## src/rtl/pal_sync_pkg.sv

```systemverilog
package pal_sync_pkg;
  // Strobes from the slot-sequencing control to the slot timer datapath.
  typedef struct packed {
    logic armed;     // sequence running (first cycle after reset is idle)
    logic run;       // advance the in-slot cycle counter
    logic clear;     // hold the in-slot counter at zero
    logic longSlot;  // current slot carries a broad pulse
    logic picture;   // picture phase: sync released high
  } seqStrobe_t;
endpackage

```

## src/rtl/pal_slot_timer.sv

```systemverilog
module pal_slot_timer
  import pal_sync_pkg::*;
#(
  parameter int SLOT_CYCLES = 768,
  parameter int LONG_LOW    = 720,
  parameter int SHORT_LOW   = 48
) (
  input  logic       clk,
  input  logic       rst,
  input  seqStrobe_t cmd,
  output logic       slotFirst,
  output logic       slotLast,
  output logic       syncN
);
  localparam int CW = $clog2(SLOT_CYCLES);
  localparam logic [CW-1:0] LAST_CNT  = CW'(SLOT_CYCLES - 1);
  localparam logic [CW-1:0] LONG_CNT  = CW'(LONG_LOW);
  localparam logic [CW-1:0] SHORT_CNT = CW'(SHORT_LOW);

  logic [CW-1:0] slotCnt;
  logic [CW-1:0] lowLen;

  assign slotFirst = (slotCnt == '0);
  assign slotLast  = (slotCnt == LAST_CNT);
  assign lowLen    = cmd.longSlot ? LONG_CNT : SHORT_CNT;

  always_ff @(posedge clk) begin
    if (rst || cmd.clear) begin
      slotCnt <= '0;
    end else if (cmd.run) begin
      slotCnt <= slotLast ? '0 : slotCnt + 1'b1;
    end
  end

  // Each pulse opens the slot: low from cycle 0 up to lowLen-1.
  always_comb begin
    if (!cmd.armed || cmd.picture) begin
      syncN = 1'b1;
    end else begin
      syncN = (slotCnt >= lowLen);
    end
  end
endmodule

```

## src/rtl/pal_field_ctrl.sv

```systemverilog
module pal_field_ctrl
  import pal_sync_pkg::*;
#(
  parameter int NUM_LONG        = 10,
  parameter int NUM_SHORT_LEAD  = 10,
  parameter int NUM_SHORT_TRAIL = 14
) (
  input  logic       clk,
  input  logic       rst,
  input  logic       lineDoneAll,
  input  logic       slotFirst,
  input  logic       slotLast,
  output seqStrobe_t cmd,
  output logic       pictureEn,
  output logic       frameStart
);
  localparam int PICTURE_SLOT = NUM_LONG + NUM_SHORT_LEAD;
  localparam int WRAP_SLOT    = PICTURE_SLOT + 1 + NUM_SHORT_TRAIL;
  localparam int SW           = $clog2(WRAP_SLOT + 1);
  localparam logic [SW-1:0] PIC_NUM  = SW'(PICTURE_SLOT);
  localparam logic [SW-1:0] AFTER    = SW'(PICTURE_SLOT + 1);
  localparam logic [SW-1:0] LAST_NUM = SW'(WRAP_SLOT - 1);
  localparam logic [SW-1:0] LONG_END = SW'(NUM_LONG);

  logic          armed;
  logic [SW-1:0] slotNum;
  logic          inPicture;

  assign inPicture = armed && (slotNum == PIC_NUM);

  always_ff @(posedge clk) begin
    if (rst) begin
      armed   <= 1'b0;
      slotNum <= '0;
    end else if (!armed) begin
      armed <= 1'b1;
    end else if (slotNum > LAST_NUM) begin
      slotNum <= '0;                      // any stray value restarts the frame
    end else if (inPicture) begin
      if (lineDoneAll) slotNum <= AFTER;  // first trailing slot starts next cycle
    end else if (slotLast) begin
      slotNum <= (slotNum == LAST_NUM) ? '0 : slotNum + 1'b1;
    end
  end

  always_comb begin
    cmd.armed    = armed;
    cmd.picture  = inPicture;
    cmd.run      = armed && !inPicture;
    cmd.clear    = inPicture;
    cmd.longSlot = (slotNum < LONG_END);
  end

  assign pictureEn  = inPicture;
  assign frameStart = armed && (slotNum == '0) && slotFirst;
endmodule

```

## src/rtl/pal_field_sync.sv

```systemverilog
module pal_field_sync
  import pal_sync_pkg::*;
#(
  parameter int SLOT_CYCLES     = 768,
  parameter int LONG_LOW        = 720,
  parameter int SHORT_LOW       = 48,
  parameter int NUM_LONG        = 10,
  parameter int NUM_SHORT_LEAD  = 10,
  parameter int NUM_SHORT_TRAIL = 14
) (
  input  logic clk,
  input  logic rst,
  input  logic lineDoneAll,
  output logic syncN,
  output logic pictureEn,
  output logic frameStart
);
  seqStrobe_t cmd;
  logic       slotFirst;
  logic       slotLast;

  pal_field_ctrl #(
    .NUM_LONG       (NUM_LONG),
    .NUM_SHORT_LEAD (NUM_SHORT_LEAD),
    .NUM_SHORT_TRAIL(NUM_SHORT_TRAIL)
  ) u_ctrl (
    .clk        (clk),
    .rst        (rst),
    .lineDoneAll(lineDoneAll),
    .slotFirst  (slotFirst),
    .slotLast   (slotLast),
    .cmd        (cmd),
    .pictureEn  (pictureEn),
    .frameStart (frameStart)
  );

  pal_slot_timer #(
    .SLOT_CYCLES(SLOT_CYCLES),
    .LONG_LOW   (LONG_LOW),
    .SHORT_LOW  (SHORT_LOW)
  ) u_timer (
    .clk      (clk),
    .rst      (rst),
    .cmd      (cmd),
    .slotFirst(slotFirst),
    .slotLast (slotLast),
    .syncN    (syncN)
  );
endmodule

```

## config.mk

```make
export PLATFORM = sky130hd
export DESIGN_NAME = pal_field_sync
export DESIGN_NICKNAME = d
export VERILOG_FILES = /design/src/rtl/pal_sync_pkg.sv /design/src/rtl/pal_slot_timer.sv /design/src/rtl/pal_field_ctrl.sv /design/src/rtl/pal_field_sync.sv
export SDC_FILE = /design/constraint.sdc
export NUM_CORES = 1
export LEC_CHECK = 0
export CELL_PAD_IN_SITES_DETAIL_PLACEMENT = 0
export CELL_PAD_IN_SITES_GLOBAL_PLACEMENT = 1
export CORE_ASPECT_RATIO = 1.5
export CORE_UTILIZATION = 48
export CTS_BUF_LIST = sky130_fd_sc_hd__clkbuf_4 sky130_fd_sc_hd__clkbuf_8
export DETAILED_ROUTE_END_ITERATION = 7
export GPL_ROUTABILITY_DRIVEN = 0
export PLACE_DENSITY = 0.93
export REMOVE_ABC_BUFFERS = 1
export SETUP_SLACK_MARGIN = 0.4
export SLEW_MARGIN = 25
export SYNTH_ARGS = -nofsm -noshare
export SYNTH_HDL_FRONTEND = slang
export SYNTH_HIERARCHICAL = 1
export SYNTH_SLANG_ARGS = --single-unit
```

## constraint.sdc

```tcl
create_clock -name clk -period 2.1 [get_ports clk]
set_clock_uncertainty 0.05 [all_clocks]
set_input_delay 0.42 -clock clk [delete_from_list [all_inputs] [get_ports clk]]
set_output_delay 0.42 -clock clk [all_outputs]
set_load 0.005 [all_outputs]
```

; Word-level counts from Yosys, hierarchy flattened
; Cells that the tools add are included.
[word_totals]
reg_bits = 17
input_bits = 3
elab_cells = 33
[op_classes]
add_sub_neg = 2
order_cmp = 3
eq_ne = 4
mux = 9
reduce_logical = 12
[ops]
columns = cell, count
row1 = $mux W6, 5
row2 = $mux W10, 2
row3 = $add A10 B1 Y10 const B, 1
row4 = $eq A10 B10 Y1 const B, 1
row5 = $ge A10 B10 Y1, 1
row6 = $logic_not A10 Y1, 1
row7 = $add A6 B1 Y6 const B, 1
row8 = $eq A6 B5 Y1 const B, 1
row9 = $eq A6 B6 Y1 const B, 1
row10 = $gt A6 B6 Y1 const B, 1
row11 = $logic_not A6 Y1, 1
row12 = $lt A6 B4 Y1 const B, 1
row13 = $logic_and A1 B1 Y1, 4
row14 = $ne A3 B3 Y1 const B, 1
row15 = $reduce_and A3 Y1, 1
row16 = $reduce_bool A3 Y1, 1
row17 = $logic_not A1 Y1, 2
row18 = $logic_or A1 B1 Y1, 2
row19 = $mux W1, 2

; Longest topological paths before layout
[logic_depth]
ltp_word = 5
ltp_mapped = 9
ltp_nobuf = 8

; Cells and area by module
; The synthesis kept the hierarchy.
[by_module_without_submodules]
columns = mod, instances, cells_per_inst, area_each_um2, seq_area_each_um2
row1 = pal_slot_timer, 1, 75, 665.6, 200.2
row2 = pal_field_ctrl, 1, 65, 576.8, 140.1

; Worst setup path before layout
; OpenSTA, ideal clock, no wires.
[synth_path]
path_type = reg2out
start = register u_ctrl.slotNum[5]
end = output syncN
t_arrival_ns = 1.426
t_required_ns = 1.630
slack_ns = 0.204
path_stages_with_launch = 8
path_buffers = 2
path_cell_list = dfxtp_1 -> buf_4 -> and4bb_4 -> and3_1 -> buf_4 -> nor2_1 -> and3_1 -> o21ai_0
[synth_between]
elab_chain_len = 4
[synth_lines]
columns = item, line
row1 = "start, declared", pal_field_ctrl.sv:26  ; logic [SW-1:0] slotNum;
row2 = "start signal, assigned", pal_field_ctrl.sv:42  ; slotNum <= (slotNum == LAST_NUM) ? '0 : slotNum + 1'b1;
row3 = $eq A6 B5 Y1, pal_field_ctrl.sv:29  ; assign inPicture = armed && (slotNum == PIC_NUM);
row4 = $logic_and A1 B1 Y1, pal_field_ctrl.sv:29
row5 = net pictureEn, pal_field_sync.sv:15  ; output logic pictureEn,
row6 = $logic_or A1 B1 Y1, pal_slot_timer.sv:37  ; if (!cmd.armed || cmd.picture) begin
row7 = $mux W1, pal_slot_timer.sv:37
row8 = "end, declared", pal_field_sync.sv:14  ; output logic syncN,
; The timed path passes the listed nets, and every way through them passes these cells.

==> metrics.csv <==
metric;value;unit
top post-synthesis cells by count;sky130_fd_sc_hd__dfxtp_1 (17), sky130_fd_sc_hd__inv_1 (11), sky130_fd_sc_hd__nor2_1 (11), sky130_fd_sc_hd__a21oi_1 (9), sky130_fd_sc_hd__ha_1 (9);
maximum number of pins on one net before global-route repair;12;
Final Hold Fails;0;
Max Clk Rate;0.442;GHz
count of max-cap constraint violations;0;
data required time of the worst path;1630;ps
capture point of the worst reg-to-reg path;u_timer/slotCnt[9];
hold buffer count at cts;0;
minimum setup slack among reg-to-reg paths;60;ps
cell area after layout;0.00171;mm²
fraction of final layout cells with drive strength greater than 1;0.500;
effective utilization at floorplan;0.507;
number of flops mapped to enable cells by yosys;0;
number of max-slew violations in the final report;0;
number of warnings reported in the yosys synthesis log;6;
FF-to-FF path depth;8;
Critical Setup Path Class;flip-flop to output pin;
DP Cell Count;193;
vias in the first global route;1281;
portion of synthesized cell area occupied by the leading cell type;0.274;
Vias per Instance;6.15;
total power;0.604;mW
arrival time at the worst endpoint;1790;ps
clk_lat worst skew;290;ps
period utilization;1.08;
violated checks;DRC, setup timing;
shortest clock period the worst path allows after layout;2260;ps
sort of element at the start of the critical path;flip-flop;
highest fanout seen on the critical path;2;
cell area reported after detailed placement;0.00150;mm²
total number of clock tree sinks;17;
standard-cell rows;22;
number of buffers inserted during clock tree synthesis;3;
CTS H-tree depth;1;
Synth Cell Area;0.00124;mm²
Pre-Repair DR Iteration Count;6;
endpoint class of the critical path;output pin;
number of primary I/O pins;6;
mean post-synth cell area;8.87;µm²
setup repair after global routing missed its margin;yes;
class of the most critical hold timing path;flip-flop to flip-flop;
Leakage Power;0.707;nW
antenna violations before repair;0;
Area contributors post-synth;sky130_fd_sc_hd__dfxtp_1 (27%), sky130_fd_sc_hd__ha_1 (9.1%), sky130_fd_sc_hd__a21oi_1 (3.6%);
Clock Tree Buf Depth;2;
count of final setup violators;2;
areal power density over the cells;353;mW/mm²
post-layout net count;189;
instance count of the mapped netlist;140;
core footprint;0.00245;mm²
clock tree root driver cell;sky130_fd_sc_hd__clkbuf_4;
total number of vias;1230;
number of distinct library cell variants in the gate-level netlist after synthesis;48;
floorplan die area;0.00280;mm²
Worst Max-Slew Pin Slew;343;ps
top_reg_cell synth;sky130_fd_sc_hd__dfxtp_1;
Post-Route WL;3360;µm
initial DRC count;41;
Remaining DRCs;2;
Reg clk slew, reported paths;110;ps
startpoint of the worst setup timing path;u_ctrl/slotNum[2];
remaining max-slew budget at the tightest pin;0.770;
global route overflow;0;
register area share after synthesis;0.274;
leading cell type by number of instances after synthesis;sky130_fd_sc_hd__dfxtp_1;
Cell Count, Final, Fillers Out;200;
termination of the worst setup path;syncN;
final design utilization;0.699;
average wire per cell in the routed design;16.8;µm
Buffers on Ports;5;
status;finished with violations;
Worst Slack Setup Final;-162;ps
Syn-to-layout area delta;37.9;%
Die W;43.5;µm
first-pass GRT wire length;5720;µm
leading area contributor after synthesis;sky130_fd_sc_hd__dfxtp_1;
launching point of the worst reg2reg path;u_ctrl/slotNum[2];
die height;64.3;µm
GRT Total Usage;0.271;
fraction of registers with async set or reset after synthesis;0;
clock tree from TritonCTS;yes;
Ant. Diodes;0;
Max VDD drop;389;µV
worst setup timing slack at the placement stage;-310;ps
post-route antenna net violation count;0;
Yosys reg bits;17;
detailed placement HPWL;2380;µm
==> stage by stage <==
step                hold slack (ps)  TNS (ps)
floorplan                       432     -36.1
global placement                472      -393
detailed placement              491      -463
CTS                             506      -198
global route                    518      -683
finish                          513      -263
==> cell usage in the layout (no fill, tap or decap), types with 3 or more instances in the layout <==
| cell type | n |
|---|---|
| sky130_fd_sc_hd__buf_4 | 27 |
| sky130_fd_sc_hd__inv_1 | 9 |
| sky130_fd_sc_hd__dfxtp_2 | 10 |
| sky130_fd_sc_hd__nor2_1 | 10 |
| sky130_fd_sc_hd__nand3_1 | 6 |
| sky130_fd_sc_hd__a21oi_2 | 3 |
| sky130_fd_sc_hd__a21oi_1 | 6 |
| sky130_fd_sc_hd__clkbuf_4 | 3 |
| sky130_fd_sc_hd__dfxtp_1 | 6 |
| sky130_fd_sc_hd__nand3_2 | 3 |
| sky130_fd_sc_hd__o21ai_0 | 5 |
| sky130_fd_sc_hd__ha_1 | 6 |
| sky130_fd_sc_hd__nand2_1 | 8 |
| sky130_fd_sc_hd__nand4_1 | 3 |
| sky130_fd_sc_hd__xor2_1 | 3 |
| sky130_fd_sc_hd__buf_6 | 10 |
==> what timing repair did <==
item                       in CTS  in global routing
resized for setup              50                  8
setup buffers                   3                  0
setup endpoints to repair      19                 19
pin swaps                      21                  4
==> sequential cells by signal (all words and copies together), names as in the netlist <==
register	cells
u_ctrl/armed	1
u_ctrl/slotNum	6
u_timer/slotCnt	10
==> critical path, stage by stage, from the launching register on <==
cell and delay, ps:
sky130_fd_sc_hd__dfxtp_2 340, sky130_fd_sc_hd__nor2_2 100, sky130_fd_sc_hd__nor2_1 60, sky130_fd_sc_hd__nor3_2 190
sky130_fd_sc_hd__buf_4 170, sky130_fd_sc_hd__ha_4 190, sky130_fd_sc_hd__a21o_1 160, sky130_fd_sc_hd__a21oi_2 110
sky130_fd_sc_hd__o21ai_1 60, sky130_fd_sc_hd__buf_2 120
==> cell type report <==
type                    instances  area, µm²
clock buffers                   3       22.5
clock inverters                 1       7.51
fillers                       190        737
inverters                      11       41.3
multi-input cells             102        898
flip-flops and latches         17        357
well taps                      24       30.0
repair buffers                 42        357
==> layer usage <==
metal / track usage / share of wire
met1: 0.273 / 0.38
met2: 0.522 / 0.57
met3: 0.0367 / 0.024
met4: 0.113 / 0.029
met5: 0 / 0
==> cells by family after synthesis <==
kind of cell	share of synthesized area
AO/OA/AOI/OAI	0.231
XOR/XNOR	0.0282
adder cells (fa/ha/maj)	0.0906
buffers and inverters	0.0997
flip-flops	0.274
multiplexers	0.00806
AND/OR/NAND/NOR	0.269
==> where the power goes <==
group          switching (mW)  internal (mW)  total, mW  leakage, nW
Combinational          0.0400         0.0443     0.0843        0.549
Sequential            0.00507          0.327      0.332        0.143
Clock                   0.115         0.0723      0.188       0.0139
==> worst min path at each step <==
stage | from | to | depth (start not counted)
after floorplan | u_ctrl/slotNum[4] | u_ctrl/slotNum[4] | 2
after global placement | u_timer/slotCnt[8] | u_timer/slotCnt[8] | 2
after detailed placement | u_timer/slotCnt[8] | u_timer/slotCnt[8] | 2
after CTS | u_timer/slotCnt[8] | u_timer/slotCnt[8] | 2
after global routing | u_timer/slotCnt[8] | u_timer/slotCnt[8] | 2
final | u_timer/slotCnt[8] | u_timer/slotCnt[8] | 2
No activity file was read; power rests on OpenSTA's default activity.
